`src/rtl/flag_router_pkg.sv`:
```
package flag_router_pkg;
  localparam int ADDR_W = 3;
  localparam int SEL_W  = 5;
  localparam int IDX_W  = SEL_W - 1;
  localparam logic [SEL_W-1:0] GSEL_RST = 5'h0F;

  typedef enum logic [ADDR_W-1:0] {
    ADR_IFLAG = 3'd0,
    ADR_IEN   = 3'd1,
    ADR_SFLAG = 3'd2,
    ADR_SEN   = 3'd3,
    ADR_GSEL0 = 3'd4
  } reg_addr_e;
endpackage

```
`src/rtl/irq_flag_bank.sv`:
```
module irq_flag_bank #(
  parameter int NUM_IRQ = 8
) (
  input  logic               clk_i,
  input  logic               rst_ni,
  input  logic [NUM_IRQ-1:0] evt_i,
  input  logic [NUM_IRQ-1:0] clr_i,
  output logic [NUM_IRQ-1:0] flag_o
);
  logic [NUM_IRQ-1:0] flag_q;

  // set has priority over clear
  always_ff @(posedge clk_i or negedge rst_ni) begin
    if (!rst_ni) flag_q <= '0;
    else         flag_q <= (flag_q & ~clr_i) | evt_i;
  end

  assign flag_o = flag_q;


  sticky_chk: assert property (@(posedge clk_i) disable iff (!rst_ni)
    1'b1 |=> (($past(flag_q) & ~$past(clr_i) & ~flag_q) == '0));

  evt_wins_chk: assert property (@(posedge clk_i) disable iff (!rst_ni)
    (evt_i != '0) |=> ((flag_q & $past(evt_i)) == $past(evt_i)));

  clr_drops_chk: assert property (@(posedge clk_i) disable iff (!rst_ni)
    1'b1 |=> ((flag_q & $past(clr_i) & ~$past(evt_i)) == '0));
endmodule

```
`src/rtl/flag_reg_file.sv`:
```
module flag_reg_file
  import flag_router_pkg::*;
#(
  parameter int NUM_IRQ  = 8,
  parameter int NUM_STAT = 8,
  parameter int NUM_GP   = 2,
  parameter int DW       = 8
) (
  input  logic                           clk_i,
  input  logic                           rst_ni,
  input  logic                           wr_en_i,
  input  logic [ADDR_W-1:0]              addr_i,
  input  logic [DW-1:0]                  wdata_i,
  input  logic [NUM_IRQ-1:0]             iflag_i,
  input  logic [NUM_STAT-1:0]            cond_i,
  output logic [DW-1:0]                  rdata_o,
  output logic [NUM_IRQ-1:0]             clr_o,
  output logic [NUM_IRQ-1:0]             ien_o,
  output logic [NUM_STAT-1:0]            sen_o,
  output logic [NUM_GP-1:0][SEL_W-1:0]   gsel_o
);
  logic [NUM_IRQ-1:0]           ien_q;
  logic [NUM_STAT-1:0]          sen_q;
  logic [NUM_GP-1:0][SEL_W-1:0] gsel_q;

  assign clr_o = (wr_en_i && addr_i == ADR_IFLAG) ? wdata_i[NUM_IRQ-1:0] : '0;

  always_ff @(posedge clk_i or negedge rst_ni) begin
    if (!rst_ni) begin
      ien_q <= '0;
      sen_q <= '0;
    end else if (wr_en_i) begin
      if (addr_i == ADR_IEN) ien_q <= wdata_i[NUM_IRQ-1:0];
      if (addr_i == ADR_SEN) sen_q <= wdata_i[NUM_STAT-1:0];
    end
  end

  for (genvar g = 0; g < NUM_GP; g++) begin : g_sel
    localparam logic [ADDR_W-1:0] MY_ADR = ADDR_W'(ADR_GSEL0) + ADDR_W'(g);
    always_ff @(posedge clk_i or negedge rst_ni) begin
      if (!rst_ni)                         gsel_q[g] <= GSEL_RST;
      else if (wr_en_i && addr_i == MY_ADR) gsel_q[g] <= wdata_i[SEL_W-1:0];
    end

    gsel_wr_chk: assert property (@(posedge clk_i) disable iff (!rst_ni)
      (wr_en_i && addr_i == MY_ADR) |=> (gsel_q[g] == $past(wdata_i[SEL_W-1:0])));
  end

  always_comb begin
    rdata_o = '0;
    case (addr_i)
      ADR_IFLAG: rdata_o = DW'(iflag_i);
      ADR_IEN:   rdata_o = DW'(ien_q);
      ADR_SFLAG: rdata_o = DW'(cond_i);
      ADR_SEN:   rdata_o = DW'(sen_q);
      default: begin
        for (int g = 0; g < NUM_GP; g++)
          if (addr_i == ADDR_W'(ADR_GSEL0) + ADDR_W'(g)) rdata_o = DW'(gsel_q[g]);
      end
    endcase
  end

  assign ien_o  = ien_q;
  assign sen_o  = sen_q;
  assign gsel_o = gsel_q;


  ien_wr_chk: assert property (@(posedge clk_i) disable iff (!rst_ni)
    (wr_en_i && addr_i == ADR_IEN) |=> (ien_q == $past(wdata_i[NUM_IRQ-1:0])));
endmodule

```
`src/rtl/gp_flag_mux.sv`:
```
module gp_flag_mux
  import flag_router_pkg::*;
#(
  parameter int NUM_IRQ  = 8,
  parameter int NUM_STAT = 8
) (
  input  logic                clk_i,
  input  logic                rst_ni,
  input  logic [SEL_W-1:0]    sel_i,
  input  logic [NUM_IRQ-1:0]  iflag_i,
  input  logic [NUM_STAT-1:0] sflag_i,
  output logic                gp_o
);
  logic [IDX_W-1:0] idx;
  logic             pick;
  logic             gp_q;

  assign idx = sel_i[IDX_W-1:0];

  // out-of-range index leaves pick low
  always_comb begin
    pick = 1'b0;
    if (sel_i[SEL_W-1]) begin
      for (int i = 0; i < NUM_STAT; i++)
        if (idx == IDX_W'(i)) pick = sflag_i[i];
    end else begin
      for (int i = 0; i < NUM_IRQ; i++)
        if (idx == IDX_W'(i)) pick = iflag_i[i];
    end
  end

  always_ff @(posedge clk_i or negedge rst_ni) begin
    if (!rst_ni) gp_q <= 1'b0;
    else         gp_q <= pick;
  end

  assign gp_o = gp_q;


  gp_range_chk: assert property (@(posedge clk_i) disable iff (!rst_ni)
    (!sel_i[SEL_W-1] && 32'(idx) >= NUM_IRQ) |=> !gp_q);

  gp_stat_chk: assert property (@(posedge clk_i) disable iff (!rst_ni)
    (sel_i[SEL_W-1] && 32'(idx) >= NUM_STAT) |=> !gp_q);
endmodule

```
`src/rtl/flag_router.sv`:
```
module flag_router
  import flag_router_pkg::*;
#(
  parameter int NUM_IRQ  = 8,
  parameter int NUM_STAT = 8,
  parameter int NUM_GP   = 2,
  parameter int DW       = 8
) (
  input  logic                clk_i,
  input  logic                rst_ni,
  input  logic [NUM_IRQ-1:0]  evt_i,
  input  logic [NUM_STAT-1:0] cond_i,
  input  logic                wr_en_i,
  input  logic [ADDR_W-1:0]   addr_i,
  input  logic [DW-1:0]       wdata_i,
  output logic [DW-1:0]       rdata_o,
  output logic                irq_o,
  output logic                stat_o,
  output logic [NUM_GP-1:0]   gp_o
);
  logic [NUM_IRQ-1:0]           iflag, clr, ien;
  logic [NUM_STAT-1:0]          sen;
  logic [NUM_GP-1:0][SEL_W-1:0] gsel;
  logic                         irq_q, stat_q;

  irq_flag_bank #(.NUM_IRQ(NUM_IRQ)) u_flags (
    .clk_i (clk_i), .rst_ni(rst_ni), .evt_i(evt_i), .clr_i(clr), .flag_o(iflag)
  );

  flag_reg_file #(.NUM_IRQ(NUM_IRQ), .NUM_STAT(NUM_STAT), .NUM_GP(NUM_GP), .DW(DW)) u_regs (
    .clk_i  (clk_i),   .rst_ni (rst_ni),  .wr_en_i(wr_en_i), .addr_i(addr_i),
    .wdata_i(wdata_i), .iflag_i(iflag),   .cond_i (cond_i),  .rdata_o(rdata_o),
    .clr_o  (clr),     .ien_o  (ien),     .sen_o  (sen),     .gsel_o(gsel)
  );

  for (genvar g = 0; g < NUM_GP; g++) begin : g_gp
    gp_flag_mux #(.NUM_IRQ(NUM_IRQ), .NUM_STAT(NUM_STAT)) u_mux (
      .clk_i(clk_i), .rst_ni(rst_ni), .sel_i(gsel[g]),
      .iflag_i(iflag), .sflag_i(cond_i), .gp_o(gp_o[g])
    );
  end

  always_ff @(posedge clk_i or negedge rst_ni) begin
    if (!rst_ni) begin
      irq_q  <= 1'b0;
      stat_q <= 1'b0;
    end else begin
      irq_q  <= |(iflag & ien);
      stat_q <= |(cond_i & sen);
    end
  end

  assign irq_o  = irq_q;
  assign stat_o = stat_q;


  irq_pin_chk: assert property (@(posedge clk_i) disable iff (!rst_ni)
    1'b1 |=> (irq_o == ($past(iflag & ien) != '0)));

  stat_pin_chk: assert property (@(posedge clk_i) disable iff (!rst_ni)
    1'b1 |=> (stat_o == ($past(cond_i & sen) != '0)));
endmodule

```
`config.mk`:
```
export PLATFORM = sky130hd
export DESIGN_NAME = flag_router
export DESIGN_NICKNAME = d
export VERILOG_FILES = /design/src/rtl/flag_router_pkg.sv /design/src/rtl/irq_flag_bank.sv /design/src/rtl/flag_reg_file.sv /design/src/rtl/gp_flag_mux.sv /design/src/rtl/flag_router.sv
export SDC_FILE = /design/constraint.sdc
export NUM_CORES = 1
export LEC_CHECK = 0
export BUFFER_PORTS_ARGS = -buffer_cell sky130_fd_sc_hd__buf_2
export CAP_MARGIN = 15
export CORE_MARGIN = 5
export CORE_UTILIZATION = 50
export CTS_CLUSTER_SIZE = 8
export DETAILED_ROUTE_END_ITERATION = 16
export PLACE_DENSITY = 0.77
export SLEW_MARGIN = 5
export SYNTH_ARGS = -nofsm -noshare
export SYNTH_HDL_FRONTEND = slang
export SYNTH_SLANG_ARGS = --single-unit
```
`constraint.sdc`:
```
create_clock -name clk_i -period 1.6 [get_ports clk_i]
set_clock_uncertainty 0.15 [all_clocks]
set_input_delay 0.08 -clock clk_i [delete_from_list [all_inputs] [get_ports clk_i]]
set_output_delay 0.08 -clock clk_i [all_outputs]
set_load 0.01 [all_outputs]
```
==> results.txt, run 1 <==
minimum clock period - 1.76 ns
Design Area, Final - 0.00311 mm²
max cap viols - 0
worst skew pair latency - 0.29 ns
Hold Path Class - input pin to flip-flop
DIE WIDTH - 75.8 µm
# IOs - 42
vias per cell - 6.03
Antenna diodes - 0
Pwr Density - 989 mW/mm²
Overall Global Routing Usage - 0.247
clock-pin slew on the worst setup and hold paths - 0.07 ns
initial antenna violation count - 0
Root Buffer - clkbuf_8
die area - 0.00575 mm²
endpoints failing setup - 10
final wirelength - 6.83 mm
Worst Tran Pin Value - 0.421 ns
CP arrival - 1.81 ns
Post-Synthesis Cells - 166
asr flop ratio synth - 1.00
per-cell routed wire length - 21.0 µm
Max clock buf depth - 2
data required time of the critical path - 1.64 ns
cell leakage power - 1.35 nW
EDFF count, synth - 0
DRC Markers - 0
Worst setup SP type - flip-flop
Slew HR - 0.712
vias in the first global route - 1965
antenna viol nets, final - 0
Synth area leader - dfrtp_1
failing checks - negative setup slack
worst hold slack - 0.0149 ns
area grow syn2layout - 43.4%
DP Area - 0.00250 mm²
Die Ht - 75.8 µm
Synth area leaders - dfrtp_1 (35%), mux2_2 (14%), mux4_2 (10%)
via count - 1959
post-route non-filler standard cell count - 325
1st-iter DRT viols - 158
Seq/Total Area, Yosys - 0.444
CTS sink cnt - 38
synthesized area - 0.00217 mm²
IR drop worst, VDD - 772 µV
placer congestion estimate - 0.944
setup ws final - -0.162 ns
grt total ovfl - 0
Port-buffer cells - 41
Initial Utilization - 0.508
Avg Inst Size Synth - 13.0 µm²
register bit total from synthesis - 38
first-pass GRT wire length - 10.2 mm
ys flop type - dfrtp_1
DRT Pass-1 Iters - 4
Synth top area share - 0.347
status - complete, but fails checks
crit-path max FO - 6
CTS tree - yes
H-tree Lvls - 2
Yosys cell types - 32
Pwr Total - 3.07 mW
post-DP HPWL - 4.18 mm
TritonCTS buffer count - 5
Layout Nets - 302
Post-Place Cells - 267
layout cells sized above 1 - 0.579
Core Region - 0.00426 mm²
final worst path period share - 1.10
Pins Over Slew Limit - 0
setup TNS - -0.929 ns
dpl ws - -0.0948 ns
RSZ-0062 raised after global routing - yes
Fin. Hold Viols - 0
Core Rows - 24
Critical Path End Type - flip-flop
Final Util - 0.729
crit path kind - flip-flop to flip-flop
largest net degree at the start of global routing - 15
Fmax achieved - 567 MHz
Synth warnings - 0
syn nets - 196
## synth_stat cells (2+ instances only)
master / instances
dfrtp_1: 30
mux2_2: 27
a22oi_1: 10
mux4_2: 10
a21o_1: 9
nand2_1: 9
dfstp_2: 8
mux2i_1: 7
inv_1: 6
nor2b_1: 6
buf_2: 5
nand2b_1: 5
o22ai_1: 5
o21ai_0: 4
buf_4: 3
mux4_1: 3
buf_6: 2
nand4_1: 2
nor2_1: 2
## worst max-delay path, cell delays in order, from the launching register on
cell and delay (ns):
dfstp_2 0.61, and2b_2 0.23, a2111oi_0 0.40, o32a_1 0.23, nor2_1 0.04
## metal layers
layer | global-route usage | vias up | routed length (µm)
met2 | 0.390 | 120 | 3410
met5 | 0 | - | 0
met4 | 0.113 | 0 | 221
met3 | 0.0528 | 23 | 520
met1 | 0.328 | 969 | 2690
li1 | - | 847 | -
## report_power, final
part           switching (mW)  internal, mW  total [mW]
Sequential              0.170          1.17        1.34
Combinational           0.419         0.623        1.04
Clock                   0.341         0.348       0.689
Total                   0.930          2.14        3.07
## layout by cell type, fill, tap and decap left out, types with 2 or more instances in the layout
master	n
buf_2	38
buf_6	3
clkbuf_8	6
nor2b_1	3
nand2b_1	4
buf_4	41
dfrtp_1	27
inv_2	4
dfstp_2	8
nor2b_4	2
o22ai_1	3
a22oi_1	9
mux2_2	27
inv_1	2
dlygate4sd3_1	26
nand4_1	2
mux2i_1	7
nand2_1	9
mux4_2	13
a21o_1	9
dfrtp_2	3
o22ai_2	2
o21ai_0	4
nor2_1	2
## kinds of logic after synthesis
logic type | after synthesis | share of synthesized area
buf+inv | 16 | 0.0427
simple gates | 32 | 0.0901
compound gates | 33 | 0.110
mux | 47 | 0.313
flops | 38 | 0.444
## what timing repair did
item / 4_1_cts / 5_1_grt
hold buffers: 26 / 0
buffers inserted: 15 / 9
pin swaps: 2 / 1
endpoints found under the hold margin: 69 / 0
resized for setup: 7 / 16
setup endpoints to repair: 10 / 13
## cell type report
| class | count | area, µm² |
|---|---|---|
| clock buffers | 7 | 86.3 |
| clock inverters | 1 | 5.00 |
| repair buffers | 109 | 812 |
| flip-flops and latches | 38 | 965 |
| inverters | 6 | 22.5 |
| well taps | 52 | 65.1 |
| multi-input cells | 112 | 1150 |
| fillers | 270 | 1160 |
## final timing paths
| path | to | start | cells after the start | slack, ns |
|---|---|---|---|---|
| min | stat_o$_DFF_PN0_ | cond_i[2] | 3 | 0.01 |
| max reg2reg | g_gp[0].u_mux.gp_o$_DFF_PN0_ | u_regs.gsel_o[0]$_DFFE_PN1P_ | 4 | -0.16 |
| min in group asynchronous | g_gp[0].u_mux.gp_o$_DFF_PN0_ | rst_ni | 2 | 0.06 |
| min reg2reg | g_gp[0].u_mux.gp_o$_DFF_PN0_ | u_regs.gsel_o[3]$_DFFE_PN1P_ | 1 | 0.36 |
| max in group asynchronous | u_regs.gsel_o[3]$_DFFE_PN1P_ | rst_ni | 3 | 0.67 |
| max | g_gp[0].u_mux.gp_o$_DFF_PN0_ | u_regs.gsel_o[0]$_DFFE_PN1P_ | 4 | -0.16 |
## sequential cells by signal (all words and copies together) (netlist names)
| name | cells |
|---|---|
| u_regs.ien_o | 8 |
| u_regs.sen_o | 8 |
| g_gp.u_mux.gp_o | 2 |
| u_regs.gsel_o | 10 |
| irq_o | 1 |
| u_flags.flag_o | 8 |
| stat_o | 1 |
No activity file was read; power rests on OpenSTA's default activity.
==> run 2: changes to the inputs <==
TNS_END_PERCENT = 50   (was not set)
==> run 2 against run 1 <==
Net effect:
- the run still ends with negative setup slack left
- routed wire length grew 0.13%
- final cell count is 2.5% lower
- clock power is 3.0% higher
- via count shrank 2.2%
- power down 2.0%
- sequential power is essentially flat
- count of clock-buffer cells in the layout stayed put
- critical path type unchanged
- critical endpoint unchanged
- largest power group unchanged
- highest routed layer unchanged
==> results.txt, run 2 (synthesis gave the netlist of run 1 again) <==
1st-iter DRT viols - 128
Fmax achieved - 561 MHz
RSZ-0062 raised after global routing - yes
Die Ht - 75.8 µm
DRT Pass-1 Iters - 4
Slew HR - 0.748
via count - 1915
Final Util - 0.710
TritonCTS buffer count - 5
# IOs - 42
minimum clock period - 1.78 ns
crit-path max FO - 6
Pwr Total - 3.01 mW
final worst path period share - 1.11
post-DP HPWL - 4.18 mm
area grow syn2layout - 39.7%
clock-pin slew on the worst setup and hold paths - 0.08 ns
cell leakage power - 1.29 nW
DRC Markers - 0
vias per cell - 6.04
CTS tree - yes
placer congestion estimate - 0.944
setup ws final - -0.183 ns
Pins Over Slew Limit - 0
IR drop worst, VDD - 756 µV
Hold Path Class - input pin to flip-flop
final wirelength - 6.84 mm
Port-buffer cells - 41
Worst Tran Pin Value - 0.368 ns
setup TNS - -1.14 ns
Antenna diodes - 0
grt total ovfl - 0
Worst setup SP type - flip-flop
CP arrival - 1.84 ns
Max clock buf depth - 2
die area - 0.00575 mm²
Pwr Density - 995 mW/mm²
Largest register FFs - 10
first-pass GRT wire length - 10.1 mm
Critical Path End Type - flip-flop
layout cells sized above 1 - 0.562
most frequent cells in the layout - buf_2 (40), buf_4 (33), mux2_2 (27), dfrtp_1 (27), dlygate4sd3_1 (26)
worst skew pair latency - 0.30 ns
failing checks - negative setup slack
Overall Global Routing Usage - 0.243
vias in the first global route - 1943
Fin. Hold Viols - 0
Core Rows - 24
endpoints failing setup - 10
crit path kind - flip-flop to flip-flop
H-tree Lvls - 2
per-cell routed wire length - 21.6 µm
antenna viol nets, final - 0
initial antenna violation count - 0
Layout Nets - 294
CTS sink cnt - 38
status - complete, but fails checks
max cap viols - 0
Core Region - 0.00426 mm²
largest net degree at the start of global routing - 15
most common cell after layout, fill and taps aside - buf_2
Initial Utilization - 0.508
data required time of the critical path - 1.65 ns
Root Buffer - clkbuf_8
DIE WIDTH - 75.8 µm
## run 2: changes by cell type in the layout (fill, tap and decap cells not counted), sizes merged
cell and delta:
buf -8
## run 2: where the power goes
group | leakage (nW) | switching, mW | internal, mW
logic | 0.832 | 0.387 | 0.552
registers | 0.414 | 0.188 | 1.17
clock network | 0.0482 | 0.362 | 0.348
## run 2: area by class of cell
class                           count  area (µm²)
Clock buffer                        7        86.3
Clock inverter                      1        5.00
Fill cell                         278        1240
Inverter                            6        22.5
Multi-Input combinational cell    112        1140
Sequential cell                    38         965
Tap cell                           52        65.1
Timing Repair Buffer              101         739
## run 2: path summary, 6_finish.rpt
kind / slack [ns] / startpoint / end / cells past startpoint
min reg2reg: 0.36 / u_regs.gsel_o[3]$_DFFE_PN1P_ / g_gp[0].u_mux.gp_o$_DFF_PN0_ / 1
min in group asynchronous: 0.05 / rst_ni / g_gp[1].u_mux.gp_o$_DFF_PN0_ / 2
min: 0.004 / cond_i[1] / stat_o$_DFF_PN0_ / 3
max in group asynchronous: 0.68 / rst_ni / u_regs.gsel_o[1]$_DFFE_PN1P_ / 3
max reg2reg: -0.18 / u_regs.gsel_o[0]$_DFFE_PN1P_ / g_gp[0].u_mux.gp_o$_DFF_PN0_ / 4
max: -0.18 / u_regs.gsel_o[0]$_DFFE_PN1P_ / g_gp[0].u_mux.gp_o$_DFF_PN0_ / 4
## run 2: timing repair
item / in CTS / in global routing
setup endpoints to repair: 10 / 13
setup buffers: 10 / 6
hold buffers: 26 / 0
gates resized for setup: 4 / 13
gates cloned: 0 / 0
hold endpoints to repair: 69 / 0
## run 2: layer usage
metal,up-vias,global-route usage,share of wire
li1,824,-,-
met1,952,0.313,0.38
met2,107,0.384,0.50
met3,32,0.0580,0.076
met4,0,0.117,0.045
met5,-,0,0
## run 2: per-stage QoR
| stage | hold slack, ns | cells | setup slack (ns) | instance area (µm²) |
|---|---|---|---|---|
| 2_1_floorplan | -0.366 | 166 | -0.0647 | 2160 |
| 3_3_place_gp | -0.161 | 267 | -0.0876 | 2500 |
| 3_5_place_dp | -0.158 | 267 | -0.0948 | 2500 |
| 4_1_cts | 0.0000579 | 311 | -0.105 | 2930 |
| 5_1_grt | 0.0118 | 317 | -0.218 | 3030 |
| 6_report | 0.00386 | 317 | -0.183 | 3030 |
## run 2: worst max-delay path: stages (launching register included)
cell     delay [ns]
dfstp_2        0.63
mux4_2         0.53
mux2i_1        0.17
o32a_1         0.16
nor2_1         0.04
==> run 3: changes to the inputs <==
CORE_UTILIZATION = 55   (was 50)
PLACE_DENSITY = 0.8   (was 0.77)
clock period = 1.9 ns   (was 1.6 ns; I/O delays follow)
==> run 3 against run 2 <==
Net effect:
- the flow now finishes without violations
- utilization increased by 3.0 points
- power decreased by 22%
- first-iteration DRC count increased by 20%
- via count decreased by 7.7%
- count of clock-buffer cells in the layout decreased by 1
- critical path type is now flip-flop to output port
- critical endpoint is now rdata_o[3]
- largest power group unchanged
- highest routed layer unchanged
==> results.txt, run 3 (synthesis gave the netlist of run 1 again) <==
IR drop worst, VDD - 704 µV
first-pass GRT wire length - 9.73 mm
metal2 WL - 2.94 mm
setup TNS - 0 ns
met3 WL post-DR - 438 µm
vias in the first global route - 1938
final worst path period share - 0.960
Final Util - 0.740
minimum clock period - 1.82 ns
crit path kind - flip-flop to output port
flop-to-flop setup slack - 0.09 ns
Pwr Density - 846 mW/mm²
Setup Buffers After CTS - 0
worst hold slack - 0.0118 ns
Overall Global Routing Usage - 0.244
# IOs - 42
clock-pin slew on the worst setup and hold paths - 0.07 ns
DRT Pass-1 Iters - 4
H-tree Lvls - 2
data required time of the critical path - 1.65 ns
final wirelength - 5.82 mm
hold path start - cond_i[2]
via count - 1768
die area - 0.00529 mm²
Pwr Total - 2.34 mW
Core Rows - 22
max cap viols - 0
Design Area, Final - 0.00277 mm²
area grow syn2layout - 27.9%
r2r worst-path depth - 4
Die Ht - 72.8 µm
Antenna diodes - 0
RSZ-0062 raised after global routing - no
CP arrival - 1.58 ns
DIE WIDTH - 72.8 µm
Root Buffer - clkbuf_8
post-DP HPWL - 4.07 mm
Hold Path Depth - 3
crit-path max FO - 5
Slew HR - 0.453
Pins Over Slew Limit - 0
status - finished clean
TritonCTS buffer count - 5
Worst Tran Pin Value - 0.820 ns
initial antenna violation count - 0
Port-buffer cells - 41
post-route non-filler standard cell count - 285
Largest register FFs - 10
dpl ws - 0.114 ns
DRC Markers - 0
1st-iter DRT viols - 153
Critical Path End Type - output port
antenna viol nets, final - 0
Initial Utilization - 0.579
placer congestion estimate - 0.860
vias per cell - 6.20
per-cell routed wire length - 20.4 µm
Core Region - 0.00374 mm²
Critical R2R Launch - u_regs.gsel_o[0]$_DFFE_PN1P_
Post-Place Cells - 248
CTS sink cnt - 38
setup ws final - 0.0761 ns
reg2reg end - g_gp[0].u_mux.gp_o$_DFF_PN0_
Worst setup SP type - flip-flop
met1 wire length - 2.18 mm
CTS tree - yes
most frequent cells in the layout - buf_2 (41), dfrtp_1 (30), dlygate4sd3_1 (29)
grt total ovfl - 0
DR top layer - met4
Layout Nets - 266
layout cells sized above 1 - 0.430
Hold Path Class - input pin to flip-flop
Fin. Hold Viols - 0
cell leakage power - 1.14 nW
most common cell after layout, fill and taps aside - buf_2
largest net degree at the start of global routing - 39
Fmax achieved - 548 MHz
DP Area - 0.00238 mm²
Hold EP - stat_o$_DFF_PN0_
worst skew pair latency - 0.30 ns
Max clock buf depth - 2
endpoints failing setup - 0
[run 3: area by class of cell]
cell class,instances,area (µm²)
multi-input combinational,112,1110
fill,271,973
sequential,38,961
timing repair buffer,73,518
clock buffer,6,82.6
tap,48,60.1
inverter,6,22.5
clock inverter,2,12.5
[run 3: worst max-delay path by stage]
stage / startpoint / end / slack (ns) / cells past startpoint
finish: u_flags.flag_o[3]$_DFF_PN0_ / rdata_o[3] / 0.08 / 4
global route: u_regs.gsel_o[0]$_DFFE_PN1P_ / g_gp[0].u_mux.gp_o$_DFF_PN0_ / 0.0008 / 4
CTS: u_regs.gsel_o[0]$_DFFE_PN1P_ / g_gp[0].u_mux.gp_o$_DFF_PN0_ / 0.1 / 4
detailed placement: u_regs.gsel_o[0]$_DFFE_PN1P_ / g_gp[0].u_mux.gp_o$_DFF_PN0_ / 0.11 / 4
global placement: u_regs.gsel_o[0]$_DFFE_PN1P_ / g_gp[0].u_mux.gp_o$_DFF_PN0_ / 0.18 / 4
floorplan: u_regs.gsel_o[5]$_DFFE_PN1P_ / g_gp[1].u_mux.gp_o$_DFF_PN0_ / 0.15 / 4
[run 3: power breakdown]
part / internal, mW / switching [mW] / leakage [nW]
registers: 0.987 / 0.163 / 0.415
clock network: 0.291 / 0.289 / 0.0472
logic: 0.364 / 0.248 / 0.677
total: 1.64 / 0.700 / 1.14
[run 3: per-layer routing]
metal	vias to the layer above	GRT usage
met3	28	0.0482
met5	-	0
li1	772	-
met4	0	0.139
met1	872	0.293
met2	96	0.408
[run 3: critical path, cell delays in order (launching register included)]
cell	delay, ns
dfrtp_1	0.45
mux4_2	0.49
inv_1	0.08
o22ai_1	0.09
buf_2	0.17
[run 3: what timing repair did]
action	4_1_cts	5_1_grt
endpoints found under the setup margin	0	1
hold buffers	29	0
gates resized for setup	0	1
hold endpoints to repair	65	0
